`config.mk`:
```
export PLATFORM = sky130hd
export DESIGN_NAME = epoch_redirect_ctrl
export DESIGN_NICKNAME = d
export VERILOG_FILES = /design/src/rtl/epoch_pkg.sv /design/src/rtl/redirect_slot.sv /design/src/rtl/fetch_epoch_unit.sv /design/src/rtl/decode_epoch_unit.sv /design/src/rtl/execute_epoch_unit.sv /design/src/rtl/epoch_redirect_ctrl.sv
export SDC_FILE = /design/constraint.sdc
export NUM_CORES = 1
export LEC_CHECK = 0
export BUFFER_PORTS_ARGS = -buffer_cell sky130_fd_sc_hd__buf_4
export CAP_MARGIN = 20
export CORE_MARGIN = 2
export CORE_UTILIZATION = 45
export DETAILED_ROUTE_END_ITERATION = 10
export PLACE_DENSITY = 0.72
export SLEW_MARGIN = 15
export SYNTH_ARGS = -nofsm -noshare
export SYNTH_HDL_FRONTEND = slang
export SYNTH_SLANG_ARGS = --single-unit
```
`constraint.sdc`:
```
create_clock -name clk -period 1.9 [get_ports clk]
set_input_delay 0.57 -clock clk [delete_from_list [all_inputs] [get_ports clk]]
set_output_delay 0.57 -clock clk [all_outputs]
set_load 0.01 [all_outputs]
```
`src/rtl/epoch_pkg.sv`:
```
package epoch_pkg;

  // An instruction at decode survives when execute has moved on (a fresh
  // execute epoch resynchronises decode) or when its decode stamp is current.
  function automatic logic dec_survives(input logic ieep, input logic idep,
                                        input logic de_est, input logic d_ep);
    return (ieep != de_est) || (idep == d_ep);
  endfunction

  // Decode epoch after an accepted instruction, before the redirect toggle.
  function automatic logic dec_base_epoch(input logic ieep, input logic idep,
                                          input logic de_est, input logic d_ep);
    return (ieep != de_est) ? idep : d_ep;
  endfunction

  function automatic logic flip_if(input logic bit_in, input logic cond);
    return bit_in ^ cond;
  endfunction

endpackage

```
`src/rtl/redirect_slot.sv`:
```
module redirect_slot #(
  parameter int W = 32
) (
  input  logic         clk,
  input  logic         rst_n,
  input  logic         enq_i,
  input  logic [W-1:0] data_i,
  input  logic         deq_i,
  output logic         full_o,
  output logic [W-1:0] data_o
);
  logic         full_q;
  logic [W-1:0] data_q;

  always_ff @(posedge clk) begin
    if (!rst_n) begin
      full_q <= 1'b0;
      data_q <= '0;
    end else begin
      if (deq_i) full_q <= 1'b0;
      if (enq_i) begin
        full_q <= 1'b1;
        data_q <= data_i;
      end
    end
  end

  assign full_o = full_q;
  assign data_o = data_q;

  AST_NO_ENQ_WHEN_FULL: assert property (@(posedge clk) disable iff (!rst_n)
    enq_i |-> !full_q);
endmodule

```
`src/rtl/fetch_epoch_unit.sv`:
```
module fetch_epoch_unit #(
  parameter int          AW       = 32,
  parameter logic [AW-1:0] RESET_PC = '0
) (
  input  logic          clk,
  input  logic          rst_n,
  input  logic [AW-1:0] f_ppc_i,
  input  logic          f_ready_i,
  input  logic          xq_full_i,
  input  logic [AW-1:0] xq_pc_i,
  input  logic          dq_full_i,
  input  logic [AW-1:0] dq_pc_i,
  input  logic          dq_tag_i,
  output logic          xq_deq_o,
  output logic          dq_deq_o,
  output logic          f_valid_o,
  output logic [AW-1:0] f_pc_o,
  output logic          fe_ep_o,
  output logic          fd_ep_o
);
  logic [AW-1:0] pc_q;
  logic          fe_q, fd_q;
  logic          exe_take, dec_take, dec_apply, issue_fire;

  assign exe_take   = xq_full_i;
  assign dec_take   = dq_full_i && !xq_full_i;
  assign dec_apply  = dec_take && (dq_tag_i == fe_q);
  assign f_valid_o  = !xq_full_i && !dq_full_i;
  assign issue_fire = f_valid_o && f_ready_i;

  always_ff @(posedge clk) begin
    if (!rst_n) begin
      pc_q <= RESET_PC;
      fe_q <= 1'b0;
      fd_q <= 1'b0;
    end else if (exe_take) begin
      pc_q <= xq_pc_i;
      fe_q <= ~fe_q;
    end else if (dec_apply) begin
      pc_q <= dq_pc_i;
      fd_q <= ~fd_q;
    end else if (issue_fire) begin
      pc_q <= f_ppc_i;
    end
  end

  assign xq_deq_o = exe_take;
  assign dq_deq_o = dec_take;
  assign f_pc_o   = pc_q;
  assign fe_ep_o  = fe_q;
  assign fd_ep_o  = fd_q;

  AST_EXE_LOADS_PC: assert property (@(posedge clk) disable iff (!rst_n)
    xq_full_i |=> (pc_q == $past(xq_pc_i)) && (fe_q != $past(fe_q)));
  AST_STALE_DEC_IGNORED: assert property (@(posedge clk) disable iff (!rst_n)
    (dq_full_i && !xq_full_i && dq_tag_i != fe_q) |=> $stable(pc_q) && $stable(fd_q) && $stable(fe_q));
  AST_FETCH_ADVANCE: assert property (@(posedge clk) disable iff (!rst_n)
    (f_valid_o && f_ready_i) |=> (pc_q == $past(f_ppc_i)));
endmodule

```
`src/rtl/decode_epoch_unit.sv`:
```
module decode_epoch_unit (
  input  logic clk,
  input  logic rst_n,
  input  logic fire_i,
  input  logic ieep_i,
  input  logic idep_i,
  input  logic pred_differs_i,
  output logic keep_o,
  output logic redir_o
);
  import epoch_pkg::*;
  logic de_q, d_q;
  logic survive, base;

  assign survive = dec_survives(ieep_i, idep_i, de_q, d_q);
  assign base    = dec_base_epoch(ieep_i, idep_i, de_q, d_q);
  assign keep_o  = fire_i && survive;
  assign redir_o = keep_o && pred_differs_i;

  always_ff @(posedge clk) begin
    if (!rst_n) begin
      de_q <= 1'b0;
      d_q  <= 1'b0;
    end else if (keep_o) begin
      de_q <= ieep_i;
      d_q  <= flip_if(base, pred_differs_i);
    end
  end

  AST_DROP_HOLDS_STATE: assert property (@(posedge clk) disable iff (!rst_n)
    (fire_i && !keep_o) |=> $stable(de_q) && $stable(d_q));
  AST_KEEP_ADOPTS_EEP: assert property (@(posedge clk) disable iff (!rst_n)
    keep_o |=> (de_q == $past(ieep_i)));
endmodule

```
`src/rtl/execute_epoch_unit.sv`:
```
module execute_epoch_unit (
  input  logic clk,
  input  logic rst_n,
  input  logic fire_i,
  input  logic ieep_i,
  input  logic mispred_i,
  output logic poison_o,
  output logic redir_o
);
  logic e_q;

  assign poison_o = fire_i && (ieep_i != e_q);
  assign redir_o  = fire_i && (ieep_i == e_q) && mispred_i;

  always_ff @(posedge clk) begin
    if (!rst_n) e_q <= 1'b0;
    else if (redir_o) e_q <= ~e_q;
  end

  AST_POISON_KEEPS_EPOCH: assert property (@(posedge clk) disable iff (!rst_n)
    poison_o |=> $stable(e_q));
endmodule

```
`src/rtl/epoch_redirect_ctrl.sv`:
```
module epoch_redirect_ctrl #(
  parameter int            AW       = 32,
  parameter logic [AW-1:0] RESET_PC = 32'h0000_1000
) (
  input  logic          clk,
  input  logic          rst_n,
  input  logic [AW-1:0] f_ppc_i,
  input  logic          f_ready_i,
  output logic          f_valid_o,
  output logic [AW-1:0] f_pc_o,
  output logic          f_eep_o,
  output logic          f_dep_o,
  input  logic          d_valid_i,
  output logic          d_ready_o,
  input  logic [AW-1:0] d_ppc_i,
  input  logic [AW-1:0] d_pred_i,
  input  logic          d_ieep_i,
  input  logic          d_idep_i,
  output logic          d_keep_o,
  input  logic          e_valid_i,
  output logic          e_ready_o,
  input  logic          e_ieep_i,
  input  logic          e_mispred_i,
  input  logic [AW-1:0] e_target_i,
  output logic          e_poison_o,
  output logic          e_redirect_o
);
  localparam int DQW = AW + 1;

  logic          xq_full, dq_full, xq_deq, dq_deq;
  logic [AW-1:0] xq_pc;
  logic [DQW-1:0] dq_word;
  logic          d_fire, e_fire, d_redir;

  assign d_ready_o = !dq_full;
  assign e_ready_o = !xq_full;
  assign d_fire    = d_valid_i && d_ready_o;
  assign e_fire    = e_valid_i && e_ready_o;

  redirect_slot #(.W(AW)) u_xq (
    .clk(clk), .rst_n(rst_n), .enq_i(e_redirect_o), .data_i(e_target_i),
    .deq_i(xq_deq), .full_o(xq_full), .data_o(xq_pc));

  redirect_slot #(.W(DQW)) u_dq (
    .clk(clk), .rst_n(rst_n), .enq_i(d_redir), .data_i({d_ieep_i, d_pred_i}),
    .deq_i(dq_deq), .full_o(dq_full), .data_o(dq_word));

  fetch_epoch_unit #(.AW(AW), .RESET_PC(RESET_PC)) u_fetch (
    .clk(clk), .rst_n(rst_n), .f_ppc_i(f_ppc_i), .f_ready_i(f_ready_i),
    .xq_full_i(xq_full), .xq_pc_i(xq_pc),
    .dq_full_i(dq_full), .dq_pc_i(dq_word[AW-1:0]), .dq_tag_i(dq_word[AW]),
    .xq_deq_o(xq_deq), .dq_deq_o(dq_deq),
    .f_valid_o(f_valid_o), .f_pc_o(f_pc_o), .fe_ep_o(f_eep_o), .fd_ep_o(f_dep_o));

  decode_epoch_unit u_dec (
    .clk(clk), .rst_n(rst_n), .fire_i(d_fire), .ieep_i(d_ieep_i),
    .idep_i(d_idep_i), .pred_differs_i(d_ppc_i != d_pred_i),
    .keep_o(d_keep_o), .redir_o(d_redir));

  execute_epoch_unit u_exe (
    .clk(clk), .rst_n(rst_n), .fire_i(e_fire), .ieep_i(e_ieep_i),
    .mispred_i(e_mispred_i), .poison_o(e_poison_o), .redir_o(e_redirect_o));

  AST_EXE_OVER_DEC: assert property (@(posedge clk) disable iff (!rst_n)
    (xq_full && dq_full) |=> dq_full);
  AST_DEC_REDIR_TAGGED: assert property (@(posedge clk) disable iff (!rst_n)
    d_redir |=> dq_full && (dq_word[AW] == $past(d_ieep_i)) && (dq_word[AW-1:0] == $past(d_pred_i)));
  AST_NO_ISSUE_PENDING: assert property (@(posedge clk) disable iff (!rst_n)
    $past(e_redirect_o) |-> !f_valid_o);
endmodule

```
Word level (Yosys, flattened, before mapping):

Index checks and enable logic that the tools add are counted.

* register bits after elaboration: 104
* input bits: 137
* output and inout port bits: 40
* logic and storage cells: 45

* equality and inequality tests: 6
* muxes and demuxes: 7
* bitwise logic cells: 5
* reduce and logical (&&, ||, !) cells: 17

Operators by type and width (count)
* $mux 32: 3
* $ne 32x32->1: 1
* $logic_and 1x1->1: 11
* $mux 1: 4
* $not 1->1: 4
* $eq 1x1->1: 3
* $reduce_bool 3->1: 1
* $logic_not 1->1: 2
* $ne 1x1->1: 2
* $reduce_and 2->1: 1
* $reduce_bool 2->1: 1
* $logic_or 1x1->1: 1
* $xor 1x1->1: 1

Depth between registers and ports, before layout:

Gate-level depths: netlist of run 1.

* depth after elaboration: 6
* gate-level depth with buffers: 7
* mapped depth without buffers: 6

Cells and area by module:

Synthesis of run 1 repeated with hierarchy kept, for this count alone.

* cells, all modules: 546
* area, all modules: 5027.3 um^2

Modules (own cells, without submodules)
* fetch_epoch_unit: times used 1, cells an instance 262, area an instance 1874.3 um^2, seq. area each 680.7 um^2
* redirect_slot at u_dq: times used 1, cells an instance 109, area an instance 1313.8 um^2, seq. area each 680.7 um^2
* redirect_slot at u_xq: times used 1, cells an instance 106, area an instance 1277.5 um^2, seq. area each 660.6 um^2
* epoch_redirect_ctrl: times used 1, cells an instance 47, area an instance 366.6 um^2, seq. area each 0.0 um^2
* decode_epoch_unit: times used 1, cells an instance 14, area an instance 133.9 um^2, seq. area each 40.0 um^2
* execute_epoch_unit: times used 1, cells an instance 8, area an instance 61.3 um^2, seq. area each 20.0 um^2

Least setup slack after synthesis of run 1:

OpenSTA, ideal clock, no wires.

* path kind: input port to flip-flop
* start point: input d_pred_i[14]
* end point: register u_dq.full_q (netlist: u_dq.full_o)
* setup time: 0.115 ns
* data arrival time: 1.721 ns
* slack: 0.065 ns
* stages on the path: 7
* cells stage by stage: xnor2_1 -> nand4_1 -> nor4_2 -> a21boi_1 -> buf_6 -> buf_12 -> o21a_1

* word-level cells in the longest chain between the ends: 3

Ends and longest elaborated chain
* from (decl): line epoch_redirect_ctrl.sv:16 `input logic [AW-1:0] d_pred_i,`
* $ne 32x32->1 (*): line epoch_redirect_ctrl.sv:57 `.idep_i(d_idep_i), .pred_differs_i(d_ppc_i != d_pred_i),`
* $logic_and 1x1->1 (*): line decode_epoch_unit.sv:18 `assign redir_o = keep_o && pred_differs_i;`
* $mux 1 or $reduce_bool 2->1 (tied branches)
* to (signal assigned): line redirect_slot.sv:17 `full_q <= 1'b0;`
* to (signal assigned): line redirect_slot.sv:20 `if (deq_i) full_q <= 1'b0;`
* to (signal assigned): line redirect_slot.sv:22 `full_q <= 1'b1;`
* to (decl): line redirect_slot.sv:12 `logic full_q;`

Mark *: on every way between the ends. The rest lies on a longest branch, timed or not.
A chain may end at the register's enable or synchronous reset.

Worst setup path in the final report of run 1:

* start point: input d_ieep_i
* end point: output d_keep_o

* word-level cells in the longest chain between the ends: 3

Ends and longest elaborated chain
* from (decl): line epoch_redirect_ctrl.sv:17 `input logic d_ieep_i,`
* $ne 1x1->1: line epoch_pkg.sv:7 `return (ieep != de_est) || (idep == d_ep);`
* $logic_or 1x1->1: line epoch_pkg.sv:7
* $logic_and 1x1->1: line decode_epoch_unit.sv:17 `assign keep_o = fire_i && survive;`
* to (decl): line epoch_redirect_ctrl.sv:19 `output logic d_keep_o,`

No other way between the ends.

==> flow_summary.json, run 1 <==
{
  "fin_skew_ns": 0.00909,
  "hold_class": "primary input to flop",
  "insertion_delay_ns": 0.37,
  "syn_to_final_growth_pct": 36.5,
  "worstSetupPathType": "primary input to output pin",
  "cp_common_cell": "buf_4",
  "die-area_um2": 11900,
  "hold_end": "u_exe.e_q",
  "hold_violations": 0,
  "drc": 0,
  "drv_slew": 0,
  "timing.rr.end": "u_fetch.f_pc_o[2]",
  "track_usage_pct": 24.8,
  "via_per_inst": 5.10,
  "globalplace.congestion": 0.870,
  "place_hpwl_mm": 11.0,
  "synth_area_leaders": "dfxtp_1 (42%), nand2_1 (13%), mux2_2 (7.3%)",
  "tightest_slew_ns": 0.413,
  "leakage_nw": 2.78,
  "wire_per_inst_um": 16.2,
  "outcome": "complete, no violations",
  "path_cells": "buf_4, xor2_2, nor2_1, nor2_4, buf_4",
  "die_y_um": 109,
  "cap_violations": 0,
  "cts_sinks": 104,
  "synthArstFlopShare_pct": 0,
  "cts_tree": "built",
  "placed_area_um2": 6510,
  "setup_viol": 0,
  "drt_pass1_iterations": 5,
  "ys_warn_count": 0,
  "synth-seq-cells": 104,
  "worstPathArrival_ns": 1.27,
  "design_area_um2": 6760,
  "cellPowerDensity_nw_per_um2": 740,
  "cp-start-kind": "primary input",
  "grt_overflow_total": 0,
  "relSlewSlack_pct": 72.5,
  "antenna_found_initial": 0,
  "final_nets": 897,
  "io_buffers": 176,
  "drt_iter0_drc": 226,
  "drive_gt1_share_pct": 35.7,
  "vdd_ir_drop_max_uv": 402,
  "synth_common_cells": "nand2_1 (167), dfxtp_1 (104), a21oi_1 (66)",
  "rsz0062_at_grt": "true",
  "die_x_um": 109,
  "worstHoldStart": "e_ieep_i",
  "min_path_cells": 2,
  "grt_pass1_wl_mm": 22.6,
  "postCtsHoldBufs": 0,
  "antenna_cells": 0,
  "regToRegSetupSlack_ns": 0.16,
  "grt_pass1_vias": 4435,
  "synth.distinct_cells": 30,
  "synth.most_common_cell": "nand2_1",
  "drt.antenna.violating_nets": 0,
  "period_share_pct": 97.0,
  "clk_pin_slew_worst_paths_ns": 0.10,
  "grt_max_degree": 37,
  "pin_count": 177,
  "syn_inst": 581,
  "yosys.area.top_type": "dfxtp_1",
  "largest_reg_flops": 33,
  "r2r-start": "u_xq.full_o",
  "clock.fmax_ghz": 0.543,
  "period_minus_slack_ns": 1.84,
  "syn_area_per_cell_um2": 8.53,
  "synth_nets": 718,
  "fin_util_pct": 62.7,
  "reg2regPathDepth": 7,
  "endpoint_kind": "output pin",
  "synth_top_area_share_pct": 42.0,
  "start_util_pct": 45.9,
  "slowest_stage": "nor2_1",
  "cts_root_buf": "clkbuf_8",
  "syn-cell-area_um2": 4950,
  "cts_max_path_buffers": 2,
  "synth_edf_count": 0,
  "required_ns": 1.33,
  "ys_seq_area_share_pct": 42.0,
  "cp_max_fo": 3,
  "synthFlopType": "dfxtp_1",
  "postRouteWirelength_mm": 14.6,
  "htree_levels": 3,
  "cts-buffers-inserted": 9,
  "core_um2": 10800,
  "vias": 4618,
  "critPathMaxStageDelay_ns": 0.19,
  "rows": 38
}
worst max-delay path, delay by kind of cell:
kind | cells | cell delay, ns
and+or+nand+nor | 2 | 0.25
buffers and inverters | 2 | 0.27
xor gates and xnor gates | 1 | 0.18
area by class of cell:
| cell class | count | area [um^2] |
|---|---|---|
| Clock buffer | 9 | 124 |
| Clock inverter | 7 | 72.6 |
| Fill cell | 960 | 4030 |
| Inverter | 4 | 17.5 |
| Multi-Input combinational cell | 431 | 2680 |
| Sequential cell | 104 | 2080 |
| Tap cell | 140 | 175 |
| Timing Repair Buffer | 210 | 1610 |
layout by cell type (no fill, tap or decap), types with 7 or more instances in the layout:
cell type,netlist,routed
mux2_2,32,32
dfxtp_1,104,102
nand2b_1,31,31
buf_4,0,207
nor2_1,8,7
mux2i_1,34,34
xnor2_1,36,35
o211ai_1,32,32
nand4_1,8,8
nand2_1,167,166
clkbuf_8,0,9
a21oi_1,66,66
per-stage QoR:
step | TNS, ns | total power (W) | worst slack [ns] | hold slack [ns] | cells
floorplan | 0 | 0.00309 | 0.0648 | 0.431 | 581
global placement | -5.71 | 0.00362 | -0.171 | 0.437 | 888
global route | -0.0198 | 0.00523 | -0.0179 | 0.404 | 905
detailed placement | -5.43 | 0.00365 | -0.175 | 0.443 | 888
finish | 0 | 0.00501 | 0.0574 | 0.405 | 905
CTS | -0.00410 | 0.00502 | -0.00410 | 0.377 | 904
layer usage:
metal  global-route usage, %  up-vias  wire (um)
li1                        -     2306          -
met1                    33.8     2130       6470
met2                    40.4      167       6990
met3                    3.89       15        921
met4                    7.78        0        249
met5                       0        -          0
power by group:
part	switching, W	internal (W)	leakage, nW	total, W
clock network	0.000776	0.000609	0.0952	0.00138
logic	0.000558	0.000630	1.83	0.00119
registers	0.0000945	0.00234	0.853	0.00243
worst max-delay path by stage:
| stage | start | end | slack [ns] | cells after the start |
|---|---|---|---|---|
| after floorplan | d_pred_i[14] | u_dq.full_o | 0.06 | 7 |
| after global placement | d_pred_i[5] | u_dq.data_o[18] | -0.17 | 8 |
| after global routing | u_exe.e_q | e_redirect_o | -0.02 | 4 |
| after detailed placement | d_pred_i[17] | u_dq.data_o[21] | -0.18 | 9 |
| final | d_ieep_i | d_keep_o | 0.06 | 5 |
| after CTS | u_xq.full_o | e_redirect_o | -0.004 | 5 |
repair_timing:
action                     4_1_cts  5_1_grt
pin swaps                        0        1
resized for setup                5        8
setup endpoints to repair        3        3
buffers inserted                 0        1
cells by family (layout without fill, tap and decap cells):
kind of cell           Yosys count  after routing  synth area share (%)
multiplexers                    66             66                  14.1
flip-flops                     104            104                  42.0
AND/OR/NAND/NOR                223            223                  19.8
XOR/XNOR                        38             38                  6.72
buffers and inverters           46            230                  4.93
AO/OA/AOI/OAI                  104            104                  12.4
(Power assumes the default switching activity.)
==> inputs of run 2 (changes only) <==
ABC_AREA = 0   (was default)
CORE_UTILIZATION = 47   (was 45)
CTS_BUF_LIST = sky130_fd_sc_hd__clkbuf_4 sky130_fd_sc_hd__clkbuf_8   (was default)
PLACE_DENSITY = 0.75   (was 0.72)
==> run 2 against run 1 <==
Cell count up 0.33%. Sequential power hardly changed. Sequential share of layout area is 0.38 points lower. Highest routed layer unchanged. Critical path depth unchanged. Cell area rose by 1.3%. Register-to-register slack got worse by 0.02 ns.
==> flow_summary.json, run 2 (synthesis results as in run 1) <==
{
  "outcome": "complete, no violations",
  "layout_commonest_cell": "buf_4",
  "place_hpwl_mm": 11.2,
  "cts_sinks": 104,
  "rows": 37,
  "hold_violations": 0,
  "setup_ws_ns": 0.0238,
  "track_usage_pct": 25.9,
  "placed_area_um2": 6570,
  "antenna_cells": 0,
  "design_area_um2": 6850,
  "vias": 4709,
  "drt_pass1_iterations": 4,
  "grt_overflow_total": 0,
  "grt_max_degree": 38,
  "period_share_pct": 98.7,
  "pre_cts_ws_ns": -0.287,
  "worstSetupPathType": "flop to output pin",
  "fin_util_pct": 66.6,
  "largest_reg_flops": 33,
  "setup_viol": 0,
  "rsz0062_at_grt": "true",
  "worstPathArrival_ns": 1.31,
  "die-area_um2": 11400,
  "grt_pass1_vias": 4636,
  "cellPowerDensity_nw_per_um2": 746,
  "hold_class": "primary input to flop",
  "n_fill_cell": 859,
  "htree_levels": 3,
  "wire_per_inst_um": 16.2,
  "cts_max_path_buffers": 2,
  "cts-buffers-inserted": 9,
  "cts_tree": "built",
  "clk_pin_slew_worst_paths_ns": 0.10,
  "globalplace.congestion": 0.898,
  "vdd_ir_drop_max_uv": 426,
  "min_path_cells": 2,
  "drive_gt1_share_pct": 36.5,
  "drt_iter0_drc": 244,
  "via_per_inst": 5.19,
  "antenna_found_initial": 0,
  "start_util_pct": 48.2,
  "core_um2": 10300,
  "endpoint_kind": "output pin",
  "cp-start-kind": "flop",
  "fin_skew_ns": 0.00918,
  "relSlewSlack_pct": 73.6,
  "setup-tns-final_ns": 0,
  "die_y_um": 107,
  "drc": 0,
  "grt_pass1_wl_mm": 23.0,
  "clock.fmax_ghz": 0.533,
  "io_buffers": 176,
  "die_x_um": 107,
  "drt.antenna.violating_nets": 0,
  "cp_max_fo": 3,
  "final_nets": 904,
  "period_minus_slack_ns": 1.88,
  "postRouteWirelength_mm": 14.7,
  "hold-worst-slack_ns": 0.394,
  "syn_to_final_growth_pct": 38.2,
  "reg2regPathDepth": 7,
  "cap_violations": 0,
  "leakage_nw": 2.83,
  "required_ns": 1.33,
  "cts_root_buf": "clkbuf_8",
  "final_cell_mix": "buf_4 (211), nand2_1 (166), dfxtp_1 (102)",
  "tightest_slew_ns": 0.394,
  "drv_slew": 0,
  "insertion_delay_ns": 0.37,
  "pin_count": 177
}
-- run 2: changes by cell type in the layout (fill, tap and decap cells not counted), sizes merged --
| cell | before | now |
|---|---|---|
| buf | 210 | 217 |
| clkbuf | 9 | 11 |
| clkinv | 4 | 2 |
-- run 2: final cells by class --
type	instances	area (um^2)	area share (%)
clock buffer	11	151	2.21
clock inverter	5	63.8	0.932
tap	136	170	2.48
inverter	4	18.8	0.274
timing repair buffer	217	1690	24.7
sequential	104	2080	30.4
multi-input combinational	431	2670	39.0
-- run 2: worst max-delay path, stage by stage, from the launching register on --
cell and delay (ns):
dfxtp_2 0.38, clkinvlp_4 0.12, and3_4 0.17, nand2_2 0.08
inv_2 0.05, buf_4 0.13
-- run 2: worst paths after layout --
path	slack [ns]	endpoint	start
worst min-delay path	0.39	u_exe.e_q	e_ieep_i
worst min register to register	0.46	u_xq.data_o[29]	u_xq.data_o[29]
worst max register to register	0.14	u_fetch.f_pc_o[21]	u_xq.full_o
worst max-delay path	0.02	e_redirect_o	u_xq.full_o
-- run 2: report_power, final --
part,internal (W),switching (W)
logic,0.000648,0.000559
registers,0.00234,0.0000927
clock network,0.000691,0.000781
-- run 2: layer usage --
layer / global-route usage (%) / share of wire [%]
met3: 3.47 / 6.7
met4: 10.8 / 3.4
met1: 34.3 / 42
met5: 0 / 0
met2: 42.4 / 48
-- run 2: repair_timing --
action                                  4_1_cts  5_1_grt
endpoints found under the hold margin         0        0
gates resized for setup                       5        8
hold buffers                                  0        0
endpoints found under the setup margin        4       13
pin swaps                                     1        1
buffers inserted                              2        0
gates cloned                                  0        0
-- run 2: metrics by stage --
| step | cells | total power [W] |
|---|---|---|
| floorplan | 581 | 0.00309 |
| global placement | 890 | 0.00364 |
| detailed placement | 890 | 0.00367 |
| CTS | 908 | 0.00513 |
| global route | 908 | 0.00533 |
| finish | 908 | 0.00511 |
